==> src/rtl/wcl_pkg.sv <==
package wcl_pkg;
  // phase of a word on the link: upper beat (or the only beat) / lower beat
  typedef enum logic {PH_FIRST = 1'b0, PH_SECOND = 1'b1} phase_e;
endpackage

==> src/rtl/wcl_table.sv <==
// Tag store with round-robin replacement; one instance at each link end.
module wcl_table #(
  parameter int TAG_W = 20,
  parameter int IDX_W = 4,
  localparam int ENTRIES = 1 << IDX_W
) (
  input  logic                           clk,
  input  logic                           rst_n,
  input  logic                           wr_en,
  input  logic [TAG_W-1:0]               wr_tag,
  output logic [ENTRIES-1:0][TAG_W-1:0]  tags,
  output logic [ENTRIES-1:0]             vld
);
  logic [IDX_W-1:0] ptr_q;

  always_ff @(posedge clk) begin
    if (!rst_n) ptr_q <= '0;
    else if (wr_en) ptr_q <= ptr_q + 1'b1;
  end

  for (genvar e = 0; e < ENTRIES; e++) begin : g_entry
    always_ff @(posedge clk) begin
      if (!rst_n) begin
        vld[e]  <= 1'b0;
        tags[e] <= '0;
      end else if (wr_en && ptr_q == IDX_W'(e)) begin
        vld[e]  <= 1'b1;
        tags[e] <= wr_tag;
      end
    end
  end
endmodule

==> src/rtl/wcl_match.sv <==
// Parallel tag compare; lowest matching index wins.
module wcl_match #(
  parameter int TAG_W = 20,
  parameter int IDX_W = 4,
  localparam int ENTRIES = 1 << IDX_W
) (
  input  logic [TAG_W-1:0]               key,
  input  logic [ENTRIES-1:0][TAG_W-1:0]  tags,
  input  logic [ENTRIES-1:0]             vld,
  output logic                           hit,
  output logic [IDX_W-1:0]               idx
);
  logic [ENTRIES-1:0] eq;

  for (genvar e = 0; e < ENTRIES; e++) begin : g_cmp
    assign eq[e] = vld[e] && (tags[e] == key);
  end

  always_comb begin
    idx = '0;
    for (int e = ENTRIES - 1; e >= 0; e--) begin
      if (eq[e]) idx = IDX_W'(e);
    end
  end

  assign hit = |eq;
endmodule

==> src/rtl/wcl_compactor.sv <==
module wcl_compactor
  import wcl_pkg::*;
#(
  parameter int WORD_W = 32,
  parameter int LINK_W = 16,
  parameter int IDX_W  = 4,
  localparam int LOW_W   = LINK_W - IDX_W,
  localparam int TAG_W   = WORD_W - LOW_W,
  localparam int ENTRIES = 1 << IDX_W
) (
  input  logic              clk,
  input  logic              rst_n,
  input  logic              in_valid,
  output logic              in_ready,
  input  logic [WORD_W-1:0] in_data,
  output logic              lk_valid,
  input  logic              lk_ready,
  output logic              lk_hit,
  output logic [LINK_W-1:0] lk_data
);
  phase_e                           phase_q;
  logic [WORD_W-1:0]                hold_q;
  logic [ENTRIES-1:0][TAG_W-1:0]    tags;
  logic [ENTRIES-1:0]               vld;
  logic                             hit;
  logic [IDX_W-1:0]                 idx;
  logic                             wr_en;

  wcl_table #(.TAG_W(TAG_W), .IDX_W(IDX_W)) u_table (
    .clk(clk), .rst_n(rst_n), .wr_en(wr_en),
    .wr_tag(hold_q[WORD_W-1:LOW_W]), .tags(tags), .vld(vld)
  );

  wcl_match #(.TAG_W(TAG_W), .IDX_W(IDX_W)) u_match (
    .key(in_data[WORD_W-1:LOW_W]), .tags(tags), .vld(vld),
    .hit(hit), .idx(idx)
  );

  always_comb begin
    wr_en = 1'b0;
    if (phase_q == PH_FIRST) begin
      lk_valid = in_valid;
      lk_hit   = hit;
      lk_data  = hit ? {idx, in_data[LOW_W-1:0]} : in_data[WORD_W-1:WORD_W-LINK_W];
      in_ready = lk_ready;
    end else begin
      lk_valid = 1'b1;
      lk_hit   = 1'b0;
      lk_data  = hold_q[LINK_W-1:0];
      in_ready = 1'b0;
      wr_en    = lk_ready;
    end
  end

  always_ff @(posedge clk) begin
    if (!rst_n) begin
      phase_q <= PH_FIRST;
      hold_q  <= '0;
    end else if (phase_q == PH_FIRST) begin
      if (in_valid && lk_ready && !hit) begin
        hold_q  <= in_data;
        phase_q <= PH_SECOND;
      end
    end else if (lk_ready) begin
      phase_q <= PH_FIRST;
    end
  end
endmodule

==> src/rtl/wcl_expander.sv <==
module wcl_expander
  import wcl_pkg::*;
#(
  parameter int WORD_W = 32,
  parameter int LINK_W = 16,
  parameter int IDX_W  = 4,
  localparam int LOW_W   = LINK_W - IDX_W,
  localparam int TAG_W   = WORD_W - LOW_W,
  localparam int ENTRIES = 1 << IDX_W
) (
  input  logic              clk,
  input  logic              rst_n,
  input  logic              lk_valid,
  output logic              lk_ready,
  input  logic              lk_hit,
  input  logic [LINK_W-1:0] lk_data,
  output logic              out_valid,
  input  logic              out_ready,
  output logic [WORD_W-1:0] out_data
);
  phase_e                         phase_q;
  logic [LINK_W-1:0]              upper_q;
  logic [ENTRIES-1:0][TAG_W-1:0]  tags;
  logic [ENTRIES-1:0]             vld;
  logic [IDX_W-1:0]               rd_idx;
  logic [TAG_W-1:0]               rd_tag;
  logic                           fire;
  logic                           wr_en;

  assign lk_ready = !out_valid || out_ready;
  assign fire     = lk_valid && lk_ready;
  assign wr_en    = fire && (phase_q == PH_SECOND);
  assign rd_idx   = lk_data[LINK_W-1:LOW_W];
  assign rd_tag   = vld[rd_idx] ? tags[rd_idx] : '0;

  wcl_table #(.TAG_W(TAG_W), .IDX_W(IDX_W)) u_table (
    .clk(clk), .rst_n(rst_n), .wr_en(wr_en),
    .wr_tag({upper_q, lk_data[LINK_W-1:LOW_W]}), .tags(tags), .vld(vld)
  );

  always_ff @(posedge clk) begin
    if (!rst_n) begin
      phase_q   <= PH_FIRST;
      upper_q   <= '0;
      out_valid <= 1'b0;
      out_data  <= '0;
    end else begin
      if (out_valid && out_ready) out_valid <= 1'b0;
      if (fire) begin
        if (phase_q == PH_SECOND) begin
          out_data  <= {upper_q, lk_data};
          out_valid <= 1'b1;
          phase_q   <= PH_FIRST;
        end else if (lk_hit) begin
          out_data  <= {rd_tag, lk_data[LOW_W-1:0]};
          out_valid <= 1'b1;
        end else begin
          upper_q <= lk_data;
          phase_q <= PH_SECOND;
        end
      end
    end
  end
endmodule

==> src/rtl/wcl_link.sv <==
module wcl_link #(
  parameter int WORD_W = 32,
  parameter int LINK_W = 16,
  parameter int IDX_W  = 4
) (
  input  logic              clk,
  input  logic              rst_n,
  input  logic              in_valid,
  output logic              in_ready,
  input  logic [WORD_W-1:0] in_data,
  output logic              out_valid,
  input  logic              out_ready,
  output logic [WORD_W-1:0] out_data,
  output logic              link_valid,
  output logic              link_ready,
  output logic              link_hit,
  output logic [LINK_W-1:0] link_data
);
  wcl_compactor #(.WORD_W(WORD_W), .LINK_W(LINK_W), .IDX_W(IDX_W)) u_tx (
    .clk(clk), .rst_n(rst_n),
    .in_valid(in_valid), .in_ready(in_ready), .in_data(in_data),
    .lk_valid(link_valid), .lk_ready(link_ready),
    .lk_hit(link_hit), .lk_data(link_data)
  );

  wcl_expander #(.WORD_W(WORD_W), .LINK_W(LINK_W), .IDX_W(IDX_W)) u_rx (
    .clk(clk), .rst_n(rst_n),
    .lk_valid(link_valid), .lk_ready(link_ready),
    .lk_hit(link_hit), .lk_data(link_data),
    .out_valid(out_valid), .out_ready(out_ready), .out_data(out_data)
  );
endmodule

==> config.mk <==
export PLATFORM = sky130hd
export DESIGN_NAME = wcl_link
export DESIGN_NICKNAME = d
export VERILOG_FILES = /design/src/rtl/wcl_pkg.sv /design/src/rtl/wcl_table.sv /design/src/rtl/wcl_match.sv /design/src/rtl/wcl_compactor.sv /design/src/rtl/wcl_expander.sv /design/src/rtl/wcl_link.sv
export SDC_FILE = /design/constraint.sdc
export NUM_CORES = 2
export LEC_CHECK = 0
export CAP_MARGIN = 10
export CELL_PAD_IN_SITES_DETAIL_PLACEMENT = 1
export CELL_PAD_IN_SITES_GLOBAL_PLACEMENT = 1
export CORE_UTILIZATION = 49
export DETAILED_ROUTE_END_ITERATION = 10
export PLACE_DENSITY_LB_ADDON = 0.1
export SLEW_MARGIN = 10
export SYNTH_ARGS = -nofsm -noshare
export SYNTH_HDL_FRONTEND = slang
export SYNTH_HIERARCHICAL = 1
export SYNTH_SLANG_ARGS = --single-unit
==> constraint.sdc <==
create_clock -name clk -period 4.8 [get_ports clk]
set_input_delay 0.48 -clock clk [delete_from_list [all_inputs] [get_ports clk]]
set_output_delay 0.48 -clock clk [all_outputs]
set_load 0.005 [all_outputs]
## After elaboration in Yosys (flattened, before gate mapping)

Index checks and enable logic that the tools add are counted.
W data, S select, Z words.

| word-level totals | value |
|---|---|
| RAM bits | 0 |
| memories | 0 |
| bits of input ports | 36 |
| flip-flop bits (word level) | 763 |
| logic and storage cells | 225 |
| latch bits | 0 |
| ROM bits | 0 |

| operators by class | value |
|---|---|
| $mul | 0 |
| reductions and logical operators | 63 |
| add/sub/neg operators | 2 |
| bitwise logic cells | 3 |
| mux-type cells | 38 |
| order comparisons | 1 |
| equal/unequal tests | 46 |
| divide/modulo/power cells | 0 |
| shift-type cells | 0 |

Operators with widths:

| cell | count |
|---|---|
| $eq A20 B20 Y1 | 16 |
| $bmux W20 S4 | 1 |
| $eq A4 B4 Y1 const B | 16 |
| $mux W32 | 2 |
| $mux W4 | 16 |
| $logic_and A1 B1 Y1 | 53 |
| $mux W20 | 2 |
| $eq A4 B3 Y1 const B | 8 |
| $mux W16 | 2 |
| $eq A4 B2 Y1 const B | 4 |
| $reduce_or A16 Y1 | 1 |
| $mux W1 | 14 |
| $add A4 B1 Y4 const B | 2 |
| $eq A4 B1 Y1 const B | 2 |
| $logic_not A4 Y1 | 2 |
| $lt A4 B5 Y1 const B | 1 |
| $bmux W1 S4 | 1 |
| $reduce_and A2 Y1 | 2 |
| $not A1 Y1 | 3 |
| $reduce_and A3 Y1 | 1 |
| $logic_not A1 Y1 | 2 |
| $reduce_bool A2 Y1 | 1 |
| $logic_or A1 B1 Y1 | 1 |

## Depth between registers and ports, before layout

| logic depth | value |
|---|---|
| word-level depth | 25 |
| mapped depth | 22 |
| depth with buffers taken out | 15 |

## Hierarchy

The synthesis kept the hierarchy.

By module, submodules not included:

| module | area an instance (um2) | cells each | instances |
|---|---|---|---|
| wcl_table | 12219.2 | 1165 | 2 |
| wcl_expander | 4943.5 | 504 | 1 |
| wcl_match | 4112.7 | 510 | 1 |
| wcl_compactor | 1716.6 | 201 | 1 |

## Worst setup path after synthesis

OpenSTA, ideal clock, no wires.

| timing | value |
|---|---|
| kind | input -> register |
| start point | in in_data[18] |
| end point | reg u_rx.out_data[18] |
| setup slack | 0.786 ns |
| library setup time | 0.122 ns |
| arrival time | 3.893 ns |
| stages | 20 |
| required time | 4.678 ns |
| path through | buf_2 > buf_8 > xnor2_1 > nand4_1 > nor4_1 > nand4_1 > and2_1 > nand3_1 > nor2_1 > nand2_1 > buf_6 > buf_2 > mux2i_1 > o21ai_0 > buf_6 > buf_4 > mux4_2 > o211ai_1 > a22o_1 > a21oi_2 |

| between the ends | value |
|---|---|
| elaborated cells on any way between the ends | 61 |
| those cells by class | eq/ne: 16; mux: 26; reduce/logical: 19 |

RTL lines:

| what | RTL line | text |
|---|---|---|
| start, declared | wcl_link.sv:10 | `input logic [WORD_W-1:0] in_data,` |
| $eq A20 B20 Y1 | wcl_match.sv:16 | `assign eq[e] = vld[e] && (tags[e] == key);` |
| $logic_and A1 B1 Y1 | wcl_match.sv:16 |  |
| $reduce_or A16 Y1 (*) | wcl_match.sv:26 | `assign hit = \|eq;` |
| net u_tx.hit | wcl_compactor.sv:25 | `logic hit;` |
| $mux W16 (*) | wcl_compactor.sv:44 | `lk_data = hit ? {idx, in_data[LOW_W-1:0]} : in_data[WORD_W-1:WORD_W-LINK_W];` |
| $mux W16 (*) | wcl_compactor.sv:41 | `if (phase_q == PH_FIRST) begin` |
| net link_data[13] | wcl_link.sv:17 | `output logic [LINK_W-1:0] link_data` |
| $bmux W20 S4 / $bmux W1 S4 (equally long branches) | wcl_expander.sv:34 | `assign rd_tag = vld[rd_idx] ? tags[rd_idx] : '0;` |
| $mux W20 (implied by the code) / $mux W1 (equally long branches) | wcl_expander.sv:34 |  |
| $mux W20 (*) | wcl_expander.sv:34 |  |
| $mux W32 (*) | wcl_expander.sv:54 | `end else if (lk_hit) begin` |
| $mux W32 (*) | wcl_expander.sv:50 | `if (phase_q == PH_SECOND) begin` |
| end signal, assigned | wcl_expander.sv:51 | `out_data <= {upper_q, lk_data};` |
| end signal, assigned | wcl_expander.sv:55 | `out_data <= {rd_tag, lk_data[LOW_W-1:0]};` |
| end, declared | wcl_expander.sv:19 | `output logic [WORD_W-1:0] out_data` |

The timed path passes the listed nets; every way through them passes the cells marked *. The select of a mux whose other input is x is not followed.
A chain may end at the register's enable or synchronous reset.

## Worst setup path in the final report

| timing | value |
|---|---|
| start point | in in_data[24] |
| end point | out link_data[13] |

| between the ends | value |
|---|---|
| elaborated cells on any way between the ends | 51 |
| those cells by class | eq/ne: 16; mux: 18; reduce/logical: 17 |

RTL lines:

| what | RTL line |
|---|---|
| $eq A20 B20 Y1 | wcl_match.sv:16 |
| $logic_and A1 B1 Y1 | wcl_match.sv:16 |
| $reduce_or A16 Y1 (*) | wcl_match.sv:26 |
| net u_tx.hit | wcl_compactor.sv:25 |
| $mux W16 (*) | wcl_compactor.sv:44 |
| $mux W16 (*) | wcl_compactor.sv:41 |
| end, declared | wcl_link.sv:17 |

The timed path passes the listed nets; every way through them passes the cells marked *.

==> reports/results.tsv <==
metric	value	unit
outcome	finished, final reports clean	
hold_path.startpoint	rst_n	
placementRows	97	
max_freq	215	MHz
timing.rr.end	u_rx/out_data[16]	
synthFlopType	dfxtp_1	
tightest_slew	1.40	ns
cp_max_fo	17	
synth_warnings	6	
track_usage	32.2	%
synthesis.nets	3589	
powerDensity	350	nW/µm²
antenna_left	0	
coreArea	70500	µm²
setup_viol	0	
multiInputGateArea	18000	µm²
grt_max_degree	191	
die_h	270	µm
avgSynthCellArea	9.93	µm²
hold_path.class	in2reg	
ff2ff_path_depth	19	
dpl.hpwl	76700	µm
place_congestion	0.850	
tns	0	ns
worstPathArrival	4.17	ns
max_slew_margin	6.51	%
rsz0062_at_grt	no	
dp_cells	4470	
layout-drive-gt1-share	12.1	%
holdPathStages	3	
synth-edff-count	0	
seqCellArea	15300	µm²
numCtsBuffers	83	
cts.reportedPaths.clkPinSlew	0.06	ns
path_class	in2out	
grt_pass1_wl	179000	µm
syn_inst	3545	
holdPathEnd	u_tx/hold_q[19]	
finish.utilization	57.3	%
cts_root_buf	clkbuf_16	
leakage	18.2	nW
nNetsFinal	3660	
fin_crit	4.65	ns
clock_path_buffers	3	
finalHoldViolCount	0	
finalMaxSlewViolations	0	
diodes	0	
io_buffers	88	
clock-sinks	763	
syn_to_final_growth	14.8	%
cts_tree	built	
syn_area	35200	µm²
cts_hold_buffers	0	
max-vdd-ir-drop	0.304	mV
routed_via_density	5.74	
rrSetupSlack	0.63	ns
min_period_over_period	97.0	%
ys_types	58	
vias	26500	
cap_violations	0	
antenna_found_initial	0	
drc	0	
globalRoute.totalOverflow	0	
initial_core_util	49.9	%
start_kind	primary input	
routedWlPerCell	25.7	µm
die-area	72900	µm²
nFillCells	7670	
async_flop_share	0	%
skew	0.0208	ns
drt-initial-drc-count	1466	
clkLatencyLatePin	0.65	ns
ys_seq_area_share	43.4	%
ys_seq_elements	763	
drt_wl_total	119000	µm
rr_startpoint	u_tx/u_table/tags[191]	
die_x	270	µm
grt_pass1_vias	29000	
ctsHtreeMaxLevel	3	
dr.pass1.iters	5	
ios	89	
endpoint_kind	primary output	
hold_slack	0.385	ns
critPathRequiredTime	4.32	ns
stdcell_count	4613	
-- how the worst max path moves through the flow --
stage	from	to	slack (ns)	cells after the start
after global routing	in_data[24]	link_data[3]	0.005	17
after CTS	in_data[17]	link_data[6]	0.007	16
after global placement	in_data[23]	u_rx/out_data[15]	-0.20	19
final	in_data[24]	link_data[13]	0.15	15
after detailed placement	in_data[23]	u_rx/out_data[16]	-0.36	19
after floorplan	in_data[18]	u_rx/out_data[18]	0.79	20
-- power breakdown --
group | switching (mW) | internal, mW | total [mW]
combinational | 0.852 | 0.540 | 1.39
sequential | 0.0596 | 6.40 | 6.46
clock | 2.66 | 3.63 | 6.30
total | 3.58 | 10.6 | 14.1
-- per-layer routing --
| metal | share of wire [%] | vias up | global-route usage (%) |
|---|---|---|---|
| met1 | 40 | 13500 | 36.2 |
| met3 | 3.3 | 304 | 3.81 |
| met5 | 0 | - | 0 |
| met2 | 51 | 575 | 59.0 |
| met4 | 5.4 | 0 | 16.9 |
| li1 | - | 12100 | - |
-- timing repair --
| action | CTS | global route |
|---|---|---|
| cloned | 0 | 0 |
| setup buffers | 0 | 1 |
| endpoints found under the hold margin | 0 | 0 |
| resized for setup | 6 | 8 |
| pin swaps | 0 | 1 |
| setup endpoints to repair | 16 | 14 |
-- registers in the layout, indices dropped and copies added (netlist names) --
name	count
u_tx/hold_q	32
u_rx/phase_q	1
u_tx/phase_q	1
u_rx/upper_q	16
u_tx/u_table/tags	320
u_rx/u_table/ptr_q	4
u_rx/u_table/tags	320
u_tx/u_table/vld	16
u_rx/out_valid	1
u_rx/out_data	32
u_rx/u_table/vld	16
u_tx/u_table/ptr_q	4
-- Yosys cell counts, types with 29 or more instances --
| master | count | area, µm² |
|---|---|---|
| inv_1 | 36 | 135 |
| mux2i_1 | 775 | 7760 |
| a21oi_1 | 56 | 280 |
| buf_4 | 38 | 285 |
| nand4_1 | 68 | 425 |
| nor4_1 | 29 | 181 |
| xnor2_1 | 239 | 2090 |
| o21ai_0 | 38 | 190 |
| dfxtp_1 | 763 | 15300 |
| clkbuf_1 | 108 | 405 |
| xor2_1 | 82 | 718 |
| buf_6 | 45 | 507 |
| buf_2 | 105 | 526 |
| nand2_1 | 828 | 3110 |
| mux4_2 | 42 | 946 |
-- layout by cell type (no fill, tap or decap), types with 22 or more instances in the layout --
master and count:
a21oi_1 56, inv_1 36, clkbuf_16 83, clkdlybuf4s50_1 85, xor2_1 82, dfxtp_1 763, mux4_2 42, xnor2_1 238
nor4_1 27, mux2i_1 775, buf_4 161, nand2_1 826, clkbuf_1 23, nand4_1 68, a21boi_0 22, clkbuf_8 22
o21ai_0 31, buf_12 53, o21ai_1 25
-- worst max-delay path, stage by stage --
cell and delay [ns]:
clkdlybuf4s50_1 0.50, buf_12 0.23, xnor2_1 0.17, nand4_1 0.20, nor4_4 0.35, buf_4 0.19
nand4_1 0.13, and2_1 0.21, nor2b_1 0.14, nor2b_1 0.15, nand2_2 0.15, mux2i_1 0.13
o21ai_4 0.34, buf_4 0.25, clkdlybuf4s50_1 0.52
-- stage by stage --
stage	setup WS [ns]	cell area (µm²)	total power [mW]
6_report	0.146	40400	14.1
5_1_grt	0.00535	40400	14.5
4_1_cts	0.00747	40400	14.2
3_5_place_dp	-0.360	37700	7.97
3_3_place_gp	-0.204	37700	7.95
2_1_floorplan	0.786	35200	7.37
-- kinds of logic (layout without fill, tap and decap cells) --
kind of cell / after synthesis / in the layout / synth area share (%)
simple gates: 1020 / 1020 / 12.7
mux: 818 / 818 / 24.7
flops: 763 / 763 / 43.4
buf+inv: 355 / 483 / 5.89
xor+xnor: 321 / 321 / 7.98
compound gates: 260 / 260 / 5.05
fa+ha+maj: 8 / 8 / 0.284
-- layout make-up --
type	instances	share of cell area [%]
tap	940	2.91
clock inverter	14	0.409
timing repair buffer	303	7.84
inverter	38	0.353
sequential	763	37.8
clock buffer	128	6.10
multi-input combinational	2427	44.6
No activity file was read; power rests on OpenSTA's default activity.
